<file path="src/rtl/ibrk_pkg.sv">
package ibrk_pkg;

  localparam int PRIV_W = 2;

  typedef enum logic [PRIV_W-1:0] {
    SEL_OFF  = 2'd0,
    SEL_USER = 2'd1,
    SEL_SUP  = 2'd2,
    SEL_HYP  = 2'd3
  } priv_sel_e;

  // True when the machine state satisfies the given selector.
  function automatic logic priv_qualifies(input priv_sel_e sel, input logic pr, input logic hv);
    logic ok;
    case (sel)
      SEL_USER: ok = pr;
      SEL_SUP:  ok = !pr && !hv;
      SEL_HYP:  ok = !pr && hv;
      default:  ok = 1'b0;
    endcase
    return ok;
  endfunction

endpackage

</file>
<file path="src/rtl/ibrk_reg.sv">
module ibrk_reg #(
  parameter int XLEN = 64
) (
  input  logic            clk,
  input  logic            rst_n,
  input  logic            wr_en,
  input  logic [XLEN-1:0] wr_data,
  input  logic            ld_en,
  input  logic [XLEN-1:0] ld_data,
  output logic [XLEN-1:0] q
);

  always_ff @(posedge clk) begin
    if (!rst_n)      q <= '0;
    else if (ld_en)  q <= ld_data;   // restore has priority
    else if (wr_en)  q <= wr_data;
  end

  a_r2_write_readback: assert property (@(posedge clk) disable iff (!rst_n)
    ($past(rst_n) && $past(wr_en) && !$past(ld_en)) |-> (q == $past(wr_data)));

  a_r11_restore_wins: assert property (@(posedge clk) disable iff (!rst_n)
    ($past(rst_n) && $past(ld_en)) |-> (q == $past(ld_data)));

  a_r1_hold_idle: assert property (@(posedge clk) disable iff (!rst_n)
    ($past(rst_n) && !$past(wr_en) && !$past(ld_en)) |-> $stable(q));

endmodule

</file>
<file path="src/rtl/ibrk_match.sv">
module ibrk_match
  import ibrk_pkg::*;
#(
  parameter int XLEN = 64
) (
  input  logic [XLEN-1:0] bp,
  input  logic [XLEN-1:0] nia,
  input  logic            pr,
  input  logic            hv,
  output logic            addr_hit,
  output logic            priv_hit,
  output logic            armed
);

  localparam int NSEL = 2 ** PRIV_W;

  priv_sel_e       sel;
  logic [NSEL-1:0] mode_ok;

  assign sel      = priv_sel_e'(bp[PRIV_W-1:0]);
  assign armed    = (sel != SEL_OFF);
  assign addr_hit = (nia == {bp[XLEN-1:PRIV_W], {PRIV_W{1'b0}}});

  // One decode lane per selector value; lane 0 is the disabled setting.
  assign mode_ok[0] = 1'b0;
  for (genvar m = 1; m < NSEL; m++) begin : g_mode
    assign mode_ok[m] = (sel == priv_sel_e'(m)) && priv_qualifies(priv_sel_e'(m), pr, hv);
  end

  assign priv_hit = |mode_ok;

  always_comb begin
    a_r3_off_no_priv: assert (armed || !priv_hit);
    a_r4_onehot_mode: assert ($onehot0(mode_ok));
  end

endmodule

</file>
<file path="src/rtl/ibrk_req.sv">
module ibrk_req #(
  parameter int XLEN  = 64,
  parameter int STS_A = 33,
  parameter int STS_B = 43
) (
  input  logic            clk,
  input  logic            rst_n,
  input  logic            fire,
  output logic            req,
  output logic [XLEN-1:0] status
);

  // Status bits are given in most-significant-first numbering.
  localparam logic [XLEN-1:0] STS_WORD =
    (XLEN'(1) << (XLEN - 1 - STS_A)) | (XLEN'(1) << (XLEN - 1 - STS_B));

  always_ff @(posedge clk) begin
    if (!rst_n) begin
      req    <= 1'b0;
      status <= '0;
    end else begin
      req    <= fire;
      status <= fire ? STS_WORD : '0;
    end
  end

  a_r9_status_with_req: assert property (@(posedge clk) disable iff (!rst_n)
    req |-> (status == STS_WORD));

  a_r9_status_idle: assert property (@(posedge clk) disable iff (!rst_n)
    !req |-> (status == '0));

endmodule

</file>
<file path="src/rtl/ibrk_unit.sv">
module ibrk_unit
  import ibrk_pkg::*;
#(
  parameter int XLEN  = 64,
  parameter int STS_A = 33,
  parameter int STS_B = 43
) (
  input  logic            clk,
  input  logic            rst_n,
  input  logic            bp_we,
  input  logic [XLEN-1:0] bp_wdata,
  input  logic            rs_en,
  input  logic [XLEN-1:0] rs_data,
  output logic [XLEN-1:0] bp_rdata,
  input  logic            nia_valid,
  input  logic [XLEN-1:0] nia,
  input  logic            st_pr,
  input  logic            st_hv,
  output logic            trace_req,
  output logic [XLEN-1:0] trace_status
);

  logic [XLEN-1:0] bp_q;
  logic            addr_hit;
  logic            priv_hit;
  logic            armed;
  logic            fire;

  ibrk_reg #(.XLEN(XLEN)) u_reg (
    .clk     (clk),
    .rst_n   (rst_n),
    .wr_en   (bp_we),
    .wr_data (bp_wdata),
    .ld_en   (rs_en),
    .ld_data (rs_data),
    .q       (bp_q)
  );

  ibrk_match #(.XLEN(XLEN)) u_match (
    .bp       (bp_q),
    .nia      (nia),
    .pr       (st_pr),
    .hv       (st_hv),
    .addr_hit (addr_hit),
    .priv_hit (priv_hit),
    .armed    (armed)
  );

  assign fire = nia_valid && armed && priv_hit && addr_hit;

  ibrk_req #(.XLEN(XLEN), .STS_A(STS_A), .STS_B(STS_B)) u_req (
    .clk    (clk),
    .rst_n  (rst_n),
    .fire   (fire),
    .req    (trace_req),
    .status (trace_status)
  );

  assign bp_rdata = bp_q;

  a_r8_needs_valid: assert property (@(posedge clk) disable iff (!rst_n)
    trace_req |-> $past(nia_valid));

  a_r3_disabled_silent: assert property (@(posedge clk) disable iff (!rst_n)
    ($past(bp_q[PRIV_W-1:0]) == SEL_OFF) |-> !trace_req);

  a_r4_user_state: assert property (@(posedge clk) disable iff (!rst_n)
    (trace_req && $past(bp_q[PRIV_W-1:0]) == SEL_USER) |-> $past(st_pr));

  a_r5_super_state: assert property (@(posedge clk) disable iff (!rst_n)
    (trace_req && $past(bp_q[PRIV_W-1:0]) == SEL_SUP) |-> ($past(!st_pr) && $past(!st_hv)));

  a_r6_hyp_state: assert property (@(posedge clk) disable iff (!rst_n)
    (trace_req && $past(bp_q[PRIV_W-1:0]) == SEL_HYP) |-> ($past(!st_pr) && $past(st_hv)));

  a_r7_aligned_addr: assert property (@(posedge clk) disable iff (!rst_n)
    trace_req |-> ($past(nia[PRIV_W-1:0]) == '0 &&
                   $past(nia[XLEN-1:PRIV_W]) == $past(bp_q[XLEN-1:PRIV_W])));

endmodule

</file>
<file path="config.mk">
export PLATFORM = sky130hd
export DESIGN_NAME = ibrk_unit
export DESIGN_NICKNAME = d
export VERILOG_FILES = /design/src/rtl/ibrk_pkg.sv /design/src/rtl/ibrk_reg.sv /design/src/rtl/ibrk_match.sv /design/src/rtl/ibrk_req.sv /design/src/rtl/ibrk_unit.sv
export SDC_FILE = /design/constraint.sdc
export NUM_CORES = 1
export LEC_CHECK = 0
export BUFFER_PORTS_ARGS = -buffer_cell sky130_fd_sc_hd__buf_4
export CAP_MARGIN = 15
export CORE_AREA = 2 2 129 131
export DETAILED_ROUTE_END_ITERATION = 10
export DIE_AREA = 0 0 131 133
export PLACE_DENSITY = 0.61
export SYNTH_ARGS = -nofsm -noshare
export SYNTH_HDL_FRONTEND = slang
export SYNTH_SLANG_ARGS = --single-unit
export TNS_END_PERCENT = 1
</file>
<file path="constraint.sdc">
create_clock -name clk -period 2.3 [get_ports clk]
set_input_delay 0.46 -clock clk [delete_from_list [all_inputs] [get_ports clk]]
set_output_delay 0.46 -clock clk [all_outputs]
set_load 0.1 [all_outputs]
</file>
==> results.md, run 1 <==
- Flop2flop setup slack: around 660 ps
- Synth Instances: about 520
- Core ar.: around 16,000 um^2
- Async SR Flop Fraction: 0%
- Cts repair resizes: 0
- Crit path DAT: 1880 ps
- Clock power frac: 28.8%
- Vias in the first global route: 3,965
- Final core utilization: between 40% and 50%
- Average size of a mapped cell: between 8 and 9 um^2
- Port buffer count: between 200 and 300
- CTS root buf: clkbuf_16
- Psw: around 0.0019 W
- Starting Density: between 20% and 30%
- Largest net degree at the start of global routing: 65
- Antenna Cells: 0
- Power Internal: ~0.0024 W
- First-pass GRT wire length: 22.4 mm
- Clk_skew: roughly 4.5 ps
- Final setup violation count: 0
- GRT Util Overall: between 15 and 20%
- Ys flop type: dfxtp_1
- Seq/Total Area, Yosys: a little under a third
- Drt pass-1 iters: 4
- Combinational power share: roughly two fifths
- Max Slew Vio Count: 0
- Initial antenna violation count: 0
- Peak Freq: about 610 MHz
- Crit start category: register
- Clk slew on worst S/H paths: around 60 ps
- Max Buffers Root-to-Sink: 2
- TritonCTS Buffers: 9
- Via density per instance: around 4.2
- Sum Neg Setup Slack: 0 ps
- Nets: between 900 and 1,000
- # rows: 47
- Worst-Skew Late Latency: between 300 and 400 ps
- DR DRC count: 0
- Fin crit share: 71.3%
- Drt wl/cell: roughly 16 um
- 1st-iter DRT viols: 99
- Slew headroom: between 60 and 70%
- Cell count after placement: about 1,000
- CTS tree: done
- Setup CP Type: reg -> reg
- Number of synthesized register bits: between 60 and 70
- Final HPWL DP: about 13 mm
- EDFF count, synth: 0
- Count of cell types in the netlist: 26
- WHS Path Cells: 4
- Detailed Route WL: approximately 15 mm
- P&R area growth vs syn: 51.1%
- WHS: between 400 and 500 ps
- Pwr per Cell Area: around 660 nW/um^2
- Die Width: between 100 and 150 um
- Critical path fanouts, max: 3
- HP Start: rs_data[31]
- Maximum vdd drop: slightly above 300 uV
- Max Cap Violations: 0
- H-tree depth: 3
- Status: complete, no violations
- Post-synthesis cell area: 4300 um^2
- Sequential share of power: roughly 30%
- FF-to-FF Start: u_reg.q[24]
- R2r worst-path depth: 5
- Die height: ~130 um
- CP Capture Type: register
- Sw frac: between 40% and 50%
- Post-CTS setup buffers: 0
- Congestion Overflow GR: 0
- Hold_buf cts: 0
- DP Area: 6250 um^2
- Clk sinks: between 60 and 70
- Die area: between 15,000 and 20,000 um^2
- DR vias: 4,198
- Non-Filler Instances: slightly below 1,000
- Worst hold endpoint: u_reg.q[31]
- Final hold viol count: 0
- Remaining antenna violation count: 0
- Gpl congestion: 0.749
- Leakage dissipation: around 3.2 nW
- Fin crit period: around 1600 ps
- Unrepaired setup endpoints after global routing: false
- Share of post-route cells with drive strength above 1: between 30% and 40%
- Yosys warns: 0
- Worst min-delay path category: in -> reg
- Worst-Margin Slew: 588 ps
- Req. time, crit path: between 2000 and 3000 ps
- Design area: around 6500 um^2
- I/O pin count: ~330
- Reg2reg end: u_req.status[20]
## worst max-delay path: stages (launching register included)
cell and delay, ps:
dfxtp_1 340, xnor2_1 250, nand4_1 200, nor4_1 380, nand4_1 210, nor4_2 160
## cell usage in the layout, fill, tap and decap left out
| master | synthesis | routed |
|---|---|---|
| nand4_1 | 12 | 12 |
| o2bb2ai_1 | 4 | 4 |
| xnor2_1 | 34 | 34 |
| nor4_1 | 5 | 5 |
| nor4_2 | 2 | 2 |
| buf_4 | 65 | 269 |
| buf_12 | 0 | 3 |
| mux2i_1 | 64 | 64 |
| a22oi_1 | 1 | 1 |
| clkinvlp_4 | 0 | 1 |
| clkbuf_16 | 0 | 9 |
| inv_1 | 15 | 15 |
| inv_2 | 1 | 1 |
| o21ai_0 | 64 | 64 |
| o22ai_1 | 6 | 6 |
| nand2b_1 | 1 | 1 |
| conb_1 | 1 | 62 |
| clkbuf_1 | 18 | 1 |
| xor2_1 | 13 | 13 |
| a2bb2oi_1 | 1 | 1 |
| nor3_1 | 1 | 1 |
| nand3_1 | 1 | 1 |
| and2_1 | 64 | 64 |
| clkinv_2 | 0 | 3 |
| a221oi_1 | 5 | 5 |
| nor2_1 | 1 | 1 |
| dfxtp_1 | 65 | 65 |
| nand2_1 | 64 | 64 |
## Yosys cell counts (2+ instances only)
cell / n / share of area (%)
nor4_1: 5 / 0.73
nand2_1: 64 / 5.6
buf_6: 6 / 1.6
buf_2: 3 / 0.35
inv_1: 15 / 1.3
dfxtp_1: 65 / 30
o2bb2ai_1: 4 / 0.81
xnor2_1: 34 / 6.9
mux2i_1: 64 / 15
o22ai_1: 6 / 0.87
and2_1: 64 / 9.3
buf_4: 65 / 11
o21ai_0: 64 / 7.4
nand4_1: 12 / 1.7
clkbuf_1: 18 / 1.6
nor4_2: 2 / 0.58
a221oi_1: 5 / 1.0
xor2_1: 13 / 2.6
## worst max path at each step
stage / startpoint / end / slack (ps) / cells after the start
6_report: u_reg.q[24] / u_req.status[20] / 660 / 5
3_3_place_gp: nia[61] / u_req.status[20] / 340 / 6
3_5_place_dp: nia[7] / u_req.status[20] / 330 / 6
4_1_cts: u_reg.q[7] / u_req.status[20] / 530 / 5
5_1_grt: u_reg.q[24] / u_req.status[20] / 500 / 5
2_1_floorplan: u_reg.q[2] / u_req.status[20] / 400 / 4
## metal layers
metal  share of wire, %  vias to the layer above  GRT usage (%)
li1                   -                     2113              -
met1                 41                     1874           20.9
met2                 49                      201           29.5
met3                9.5                       10           6.19
met4               0.86                        0           3.90
met5                  0                        -              0
## registers in the layout, summed over array words and instances (netlist names)
register and cells:
u_reg.q 64, u_req.status 1
## cell type report
cell class | count | area [um^2]
Clock buffer | 10 | 229
Tap cell | 220 | 275
Multi-Input combinational cell | 405 | 2530
Sequential cell | 65 | 1300
Timing Repair Buffer | 272 | 2080
Clock inverter | 4 | 22.5
Fill cell | 1735 | 9670
Inverter | 16 | 60.1
## power groups by stage
stage / logic (W) / registers, W / clock network, W
2_1_floorplan: 0.000861 / 0.00181 / 0
3_3_place_gp: 0.00177 / 0.00131 / 0
3_5_place_dp: 0.00178 / 0.00131 / 0
4_1_cts: 0.00178 / 0.00129 / 0.00128
5_1_grt: 0.00186 / 0.00129 / 0.00134
6_report: 0.00177 / 0.00128 / 0.00123
## logic make-up (layout without fill, tap and decap cells)
family	after synthesis	after routing	synth area share, %
compound gates	81	81	10.5
xor+xnor	47	47	9.57
buf+inv	108	302	16.2
flops	65	65	30.3
mux	64	64	14.9
other cells	1	62	0.0872
simple gates	151	151	18.4
## per-stage QoR
stage               total power (W)  setup WS (ps)
detailed placement          0.00309            331
global route                0.00449            504
CTS                         0.00435            533
global placement            0.00308            337
floorplan                   0.00267            397
finish                      0.00429            661
No activity file was read; power rests on OpenSTA's default activity.
==> run 2: changes to the inputs <==
--- a/config.mk
+++ b/config.mk
@@ -7,10 +7,10 @@
 export LEC_CHECK = 0
 export BUFFER_PORTS_ARGS = -buffer_cell sky130_fd_sc_hd__buf_4
 export CAP_MARGIN = 15
-export CORE_AREA = 2 2 129 131
+export CORE_AREA = 2 2 126 128
 export DETAILED_ROUTE_END_ITERATION = 10
-export DIE_AREA = 0 0 131 133
-export PLACE_DENSITY = 0.61
+export DIE_AREA = 0 0 128 130
+export PLACE_DENSITY = 0.63
 export SYNTH_ARGS = -nofsm -noshare
 export SYNTH_HDL_FRONTEND = slang
 export SYNTH_SLANG_ARGS = --single-unit
==> constraint.sdc (replaced) <==
create_clock -name clk -period 1.6 [get_ports clk]
set_input_delay 0.32 -clock clk [delete_from_list [all_inputs] [get_ports clk]]
set_output_delay 0.32 -clock clk [all_outputs]
set_load 0.1 [all_outputs]
==> results.md, run 2 (same netlist as run 1, synthesis figures left out) <==
- Status: complete, no violations (unchanged)
- Worst-Margin Slew: 579 ps (was 588 ps)
- Final hold viol count: 0 (unchanged)
- H-tree depth: 3 (unchanged)
- Largest net degree at the start of global routing: 65 (unchanged)
- Antenna Cells: 0 (unchanged)
- Max Buffers Root-to-Sink: 2 (unchanged)
- 1st-iter DRT viols: 136 (was 99)
- Peak Freq: 645 MHz (was 610 MHz)
- GRT met3 Usage: 6.03% (was 6.19%)
- Vias in the first global route: 4,037 (was 3,965)
- CP Cell Sequence: xnor2_1, nand4_1, nor3_1, buf_4, nand3_1, nor4_2 (was xnor2_1, nand4_1, nor4_1, nand4_1, nor4_2)
- Port buffer count: 265 (unchanged)
- First-pass GRT wire length: 22.1 mm (was 22.4 mm)
- Req. time, crit path: 1840 ps (was 2550 ps)
- Crit path DAT: 1790 ps (was 1880 ps)
- Initial antenna violation count: 0 (unchanged)
- Remaining antenna violation count: 0 (unchanged)
- # rows: 46 (was 47)
- Cell count after placement: 961 (was 978)
- Die height: 130 um (was 133 um)
- Drt wl/cell: 15.6 um (about the same)
- Congestion Overflow GR: 0 (unchanged)
- Dpl ws: -306 ps (was 331 ps)
- HP Start: rs_data[31] (unchanged)
- Clk_skew: 5.63 ps (was 4.52 ps)
- Maximum vdd drop: 518 uV (was 306 uV)
- Hold_buf cts: 0 (unchanged)
- Leading cell types in the layout, fill and taps excluded: 278 x buf_4, 64 x mux2i_1, 64 x nand2_1, 64 x o21ai_0, 64 x and2_1 (was 269 x buf_4, 65 x dfxtp_1)
- Bufs and invs on worst path: 1 (was 0)
- I/O pin count: 328 (unchanged)
- Max Slew Vio Count: 0 (unchanged)
- DR vias: 4,192 (was 4,198)
- Clk slew on worst S/H paths: 60 ps (about the same)
- Crit path depth: 6 (was 5)
- TritonCTS Buffers: 9 (unchanged)
- Crit path largest cell delay: 330 ps (was 380 ps)
- CP Capture Type: register (unchanged)
- Non-Filler Instances: 977 (was 992)
- Crit path max-delay cell type: dfxtp_2 (was nor4_1)
- R2r worst-path depth: 6 (was 5)
- Nets: 979 (was 968)
- Worst-Skew Late Latency: 340 ps (was 330 ps)
- DR DRC count: 0 (unchanged)
- Critical path origin: u_reg.q[22] (was u_reg.q[24])
- Worst min-delay path category: in -> reg (unchanged)
- Fin crit period: 1550 ps (was 1640 ps)
- Via density per instance: 4.29 (was 4.23)
- Commonest non-fill, non-tap cell in the layout: buf_4 (unchanged)
- Leakage dissipation: 3.37 nW (was 3.21 nW)
- Crit start category: register (unchanged)
- Fin worst setup slack: 48.7 ps (was 661 ps)
- CTS tree: done (unchanged)
- Busiest grt layer: met2 (unchanged)
- Max Cap Violations: 0 (unchanged)
- Crit path max-delay family: simple AND/OR/NAND/NOR gates (unchanged)
- Core ar.: 15,400 um^2 (was 16,200 um^2)
- Die Width: 128 um (was 131 um)
- Share of post-route cells with drive strength above 1: 46.8% (was 37.3%)
- Final setup violation count: 0 (unchanged)
- Pwr per Cell Area: 972 nW/um^2 (was 660 nW/um^2)
- CTS root buf: clkbuf_16 (unchanged)
- Slew headroom: 61.4% (was 60.8%)
- FF-to-FF Start: u_reg.q[22] (was u_reg.q[24])
- Sum Neg Setup Slack: 0 ps (unchanged)
- WHS: 285 ps (was 431 ps)
- Detailed Route WL: 15.3 mm (was 15.4 mm)
- GRT Util Overall: 17.8% (was 17.4%)
- Clk sinks: 65 (unchanged)
- Setup CP Type: reg -> reg (unchanged)
- Gpl congestion: 0.782 (was 0.749)
- Die area: 16,600 um^2 (was 17,400 um^2)
- Biggest registers after layout: u_reg.q x64, u_req.status x1 (unchanged)
- Drt pass-1 iters: 6 (was 4)
- WHS Path Cells: 4 (unchanged)
- Critical path fanouts, max: 3 (unchanged)
- Met2 Use GR: 32.5% (was 29.5%)
- Max reg flops: 64 (unchanged)
- Met1 Track Usage GR: 20.4% (was 20.9%)
- Unrepaired setup endpoints after global routing: true (was false)
- Post-CTS setup buffers: 0 (unchanged)
- Fin crit share: 97.0% (was 71.3%)
- Starting Density: 27.9% (was 26.6%)
- Largest Register: u_reg.q (unchanged)
- P&R area growth vs syn: 57.7% (was 51.1%)
- Final HPWL DP: 12.4 mm (was 12.5 mm)
## run 2: changes by cell type in the layout (fill, tap and decap cells not counted), sizes merged
cell	delta
bufinv	+2
clkinv	-2
clkbuf	-1
clkinvlp	+3
buf	+11
## run 2: cell type report
| class | count | area [um^2] |
|---|---|---|
| clock inverter | 7 | 95.1 |
| clock buffer | 9 | 225 |
| tap | 192 | 240 |
| inverter | 16 | 60.1 |
| multi-input combinational | 405 | 2600 |
| sequential | 65 | 1370 |
| fill | 1588 | 8640 |
| timing repair buffer | 283 | 2190 |
## run 2: what timing repair did
action | in CTS | in global routing
gates resized for setup | 10 | 0
pin swaps | 2 | 0
setup endpoints to repair | 1 | 1
## run 2: routing by layer
metal | up-vias | wire, um
met5 | - | 0
met4 | 0 | 98
met3 | 5 | 1150
met2 | 180 | 7800
met1 | 1877 | 6210
li1 | 2130 | -
## run 2: tightest hold or removal path, stage by stage
cell	delay, ps
buf_4	80
nand2_1	40
o21ai_0	50
and2_1	110
## run 2: path summary, 6_finish.rpt
path                           end  slack, ps
setup / recovery  u_req.status[20]         50
hold / removal         u_reg.q[31]        280
setup reg to reg  u_req.status[20]         50
hold reg to reg   u_req.status[20]        610
## run 2: power by group
part           internal, W  switching (W)  total (W)  leakage (nW)
logic             0.000763        0.00184    0.00260          2.67
registers          0.00175       0.000116    0.00186         0.557
clock network      0.00136       0.000775    0.00213         0.144
## run 2: stage by stage
stage	instance area, um^2	power [W]	util, %
3_3_place_gp	6390	0.00448	41.4
6_report	6780	0.00660	44.0
5_1_grt	6780	0.00688	44.0
2_1_floorplan	4600	0.00387	-
3_5_place_dp	6390	0.00449	41.4
4_1_cts	6780	0.00669	44.0
==> run 3: changes to the inputs <==
--- a/config.mk
+++ b/config.mk
@@ -10,7 +10,7 @@
 export CORE_AREA = 2 2 126 128
 export DETAILED_ROUTE_END_ITERATION = 10
 export DIE_AREA = 0 0 128 130
-export PLACE_DENSITY = 0.63
+export PLACE_DENSITY = 0.61
 export SYNTH_ARGS = -nofsm -noshare
 export SYNTH_HDL_FRONTEND = slang
 export SYNTH_SLANG_ARGS = --single-unit
==> results.md, run 3 (same netlist as run 1, synthesis figures left out) <==
- Antenna Cells: 0 (unchanged)
- Req. time, crit path: 1280 ps (was 1840 ps)
- Congestion Overflow GR: 0 (unchanged)
- Initial antenna violation count: 0 (unchanged)
- Drt wl/cell: 16.0 um (was 15.6 um)
- Psw: 0.00270 W (was 0.00273 W)
- Combinational power share: 40.2% (was 39.4%)
- Max Slew Vio Count: 0 (unchanged)
- Leading cell types in the layout, fill and taps excluded: 279 x buf_4, 64 x mux2i_1, 64 x nand2_1, 64 x o21ai_0, 64 x and2_1 (was 278 x buf_4, 64 x mux2i_1, 64 x nand2_1, 64 x o21ai_0, 64 x and2_1)
- Core ar.: 15,400 um^2 (unchanged)
- Flop2flop setup slack: 100 ps (was 50 ps)
- Starting Density: 27.9% (unchanged)
- Worst-Margin Slew: 550 ps (was 579 ps)
- Fin crit share: 94.5% (was 97.0%)
- Max reg flops: 64 (unchanged)
- I/O pin count: 328 (unchanged)
- Critical path fanouts, max: 3 (unchanged)
- Sequential share of power: 28.9% (was 28.2%)
- Die height: 130 um (unchanged)
- Via density per instance: 4.27 (was 4.29)
- Final hold viol count: 0 (unchanged)
- Hold_buf cts: 0 (unchanged)
- FF-to-FF Start: u_reg.q[14] (was u_reg.q[22])
- Fin crit period: 1510 ps (was 1550 ps)
- CTS root buf: clkbuf_16 (unchanged)
- Reg2reg end: u_req.status[20] (unchanged)
- Total power draw: 0.00645 W (was 0.00660 W)
- Sum Neg Setup Slack: 0 ps (unchanged)
- Slew headroom: 63.3% (was 61.4%)
- Maximum vdd drop: 454 uV (was 518 uV)
- Remaining antenna violation count: 0 (unchanged)
- Die area: 16,600 um^2 (unchanged)
- Biggest registers after layout: u_reg.q x64, u_req.status x1 (unchanged)
- Final setup violation count: 0 (unchanged)
- Largest Register: u_reg.q (unchanged)
- Final core utilization: 43.6% (was 44.0%)
- Vias in the first global route: 4,031 (was 4,037)
- CTS tree: done (unchanged)
- Die Width: 128 um (unchanged)
- # rows: 46 (unchanged)
- Sw frac: 41.9% (was 41.3%)
- Drt pass-1 iters: 4 (was 6)
- Unrepaired setup endpoints after global routing: false (was true)
- Share of post-route cells with drive strength above 1: 46.1% (was 46.8%)
- Design area: 6730 um^2 (was 6780 um^2)
- 1st-iter DRT viols: 91 (was 136)
- P&R area growth vs syn: 56.4% (was 57.7%)
- Port buffer count: 265 (unchanged)
- Status: complete, no violations (unchanged)
- Critical path origin: u_reg.q[36] (was u_reg.q[22])
- Commonest non-fill, non-tap cell in the layout: buf_4 (unchanged)
- GRT Util Overall: 18.3% (was 17.8%)
- Clk slew on worst S/H paths: 60 ps (about the same)
- TritonCTS Buffers: 9 (unchanged)
- CP Capture Type: output port (was register)
- DR DRC count: 0 (unchanged)
- Crit path DAT: 1190 ps (was 1790 ps)
- Clock power frac: 30.9% (was 32.4%)
- Clk_skew: 6.59 ps (was 5.63 ps)
- R2r worst-path depth: 5 (was 6)
- Detailed Route WL: 15.6 mm (was 15.3 mm)
- Crit start category: register (unchanged)
- Crit path capture: bp_rdata[36] (was u_req.status[20])
- Max Buffers Root-to-Sink: 2 (unchanged)
- First-pass GRT wire length: 22.5 mm (was 22.1 mm)
- Worst-Skew Late Latency: 340 ps (about the same)
- Max Cap Violations: 0 (unchanged)
- Final HPWL DP: 12.7 mm (was 12.4 mm)
- Clk sinks: 65 (unchanged)
- Gpl congestion: 0.758 (was 0.782)
- Pwr per Cell Area: 959 nW/um^2 (was 972 nW/um^2)
- Nets: 979 (unchanged)
- Setup CP Type: reg -> out (was reg -> reg)
- H-tree depth: 3 (unchanged)
- DR vias: 4,168 (was 4,192)
- Largest net degree at the start of global routing: 65 (unchanged)
- DP Area: 6380 um^2 (was 6390 um^2)
- Leakage dissipation: 3.35 nW (was 3.37 nW)
- Worst min-delay path category: in -> reg (unchanged)
- Peak Freq: 661 MHz (was 645 MHz)
- Power Internal: 0.00375 W (was 0.00387 W)
## run 3: area by class of cell
type / count / area (um^2)
Fill cell: 1616 / 8700
Multi-Input combinational cell: 405 / 2590
Timing Repair Buffer: 283 / 2170
Sequential cell: 65 / 1370
Clock buffer: 13 / 250
Tap cell: 192 / 240
Inverter: 16 / 60.1
Clock inverter: 3 / 40.0
## run 3: worst min-delay path by stage
stage	slack (ps)	depth (start not counted)	start	endpoint
CTS	270	4	rs_data[53]	u_reg.q[53]
finish	290	4	rs_data[33]	u_reg.q[33]
detailed placement	610	3	u_reg.q[2]	u_req.status[20]
global placement	620	3	u_reg.q[2]	u_req.status[20]
floorplan	530	3	nia[49]	u_req.status[20]
global route	300	4	rs_data[54]	u_reg.q[54]
## run 3: through the flow
| stage | worst slack, ps | hold WS, ps | cells |
|---|---|---|---|
| after floorplan | -92.7 | 530 | 578 |
| final | 87.4 | 286 | 977 |
| after global placement | -39.1 | 615 | 961 |
| after CTS | 9.56 | 272 | 977 |
| after global routing | 8.37 | 297 | 977 |
| after detailed placement | -185 | 608 | 961 |
## run 3: repair_timing
item	in CTS	in global routing
pin swaps	0	4
setup buffers	0	0
resized for setup	2	6
setup endpoints to repair	1	1
## run 3: critical path, stage by stage, from the launching register on
cell and delay [ps]:
dfxtp_1 410, buf_4 160, buf_4 280
## run 3: power groups by stage
stage | logic, W | registers, W | clock network [W]
6_report | 0.00259 | 0.00186 | 0.00199
5_1_grt | 0.00273 | 0.00188 | 0.00213
4_1_cts | 0.00260 | 0.00186 | 0.00206
3_5_place_dp | 0.00259 | 0.00190 | 0
3_3_place_gp | 0.00259 | 0.00190 | 0
2_1_floorplan | 0.00123 | 0.00263 | 0
## run 3: metal layers
metal  up-vias  wire length, um  GRT usage, %  share of wire [%]
met4         0              239          5.82                1.5
met5         -                0             0                  0
met1      1843             6260          21.3                 40
met3        15             1240          5.45                7.9
met2       182             7870          32.4                 50
li1       2128                -             -                  -
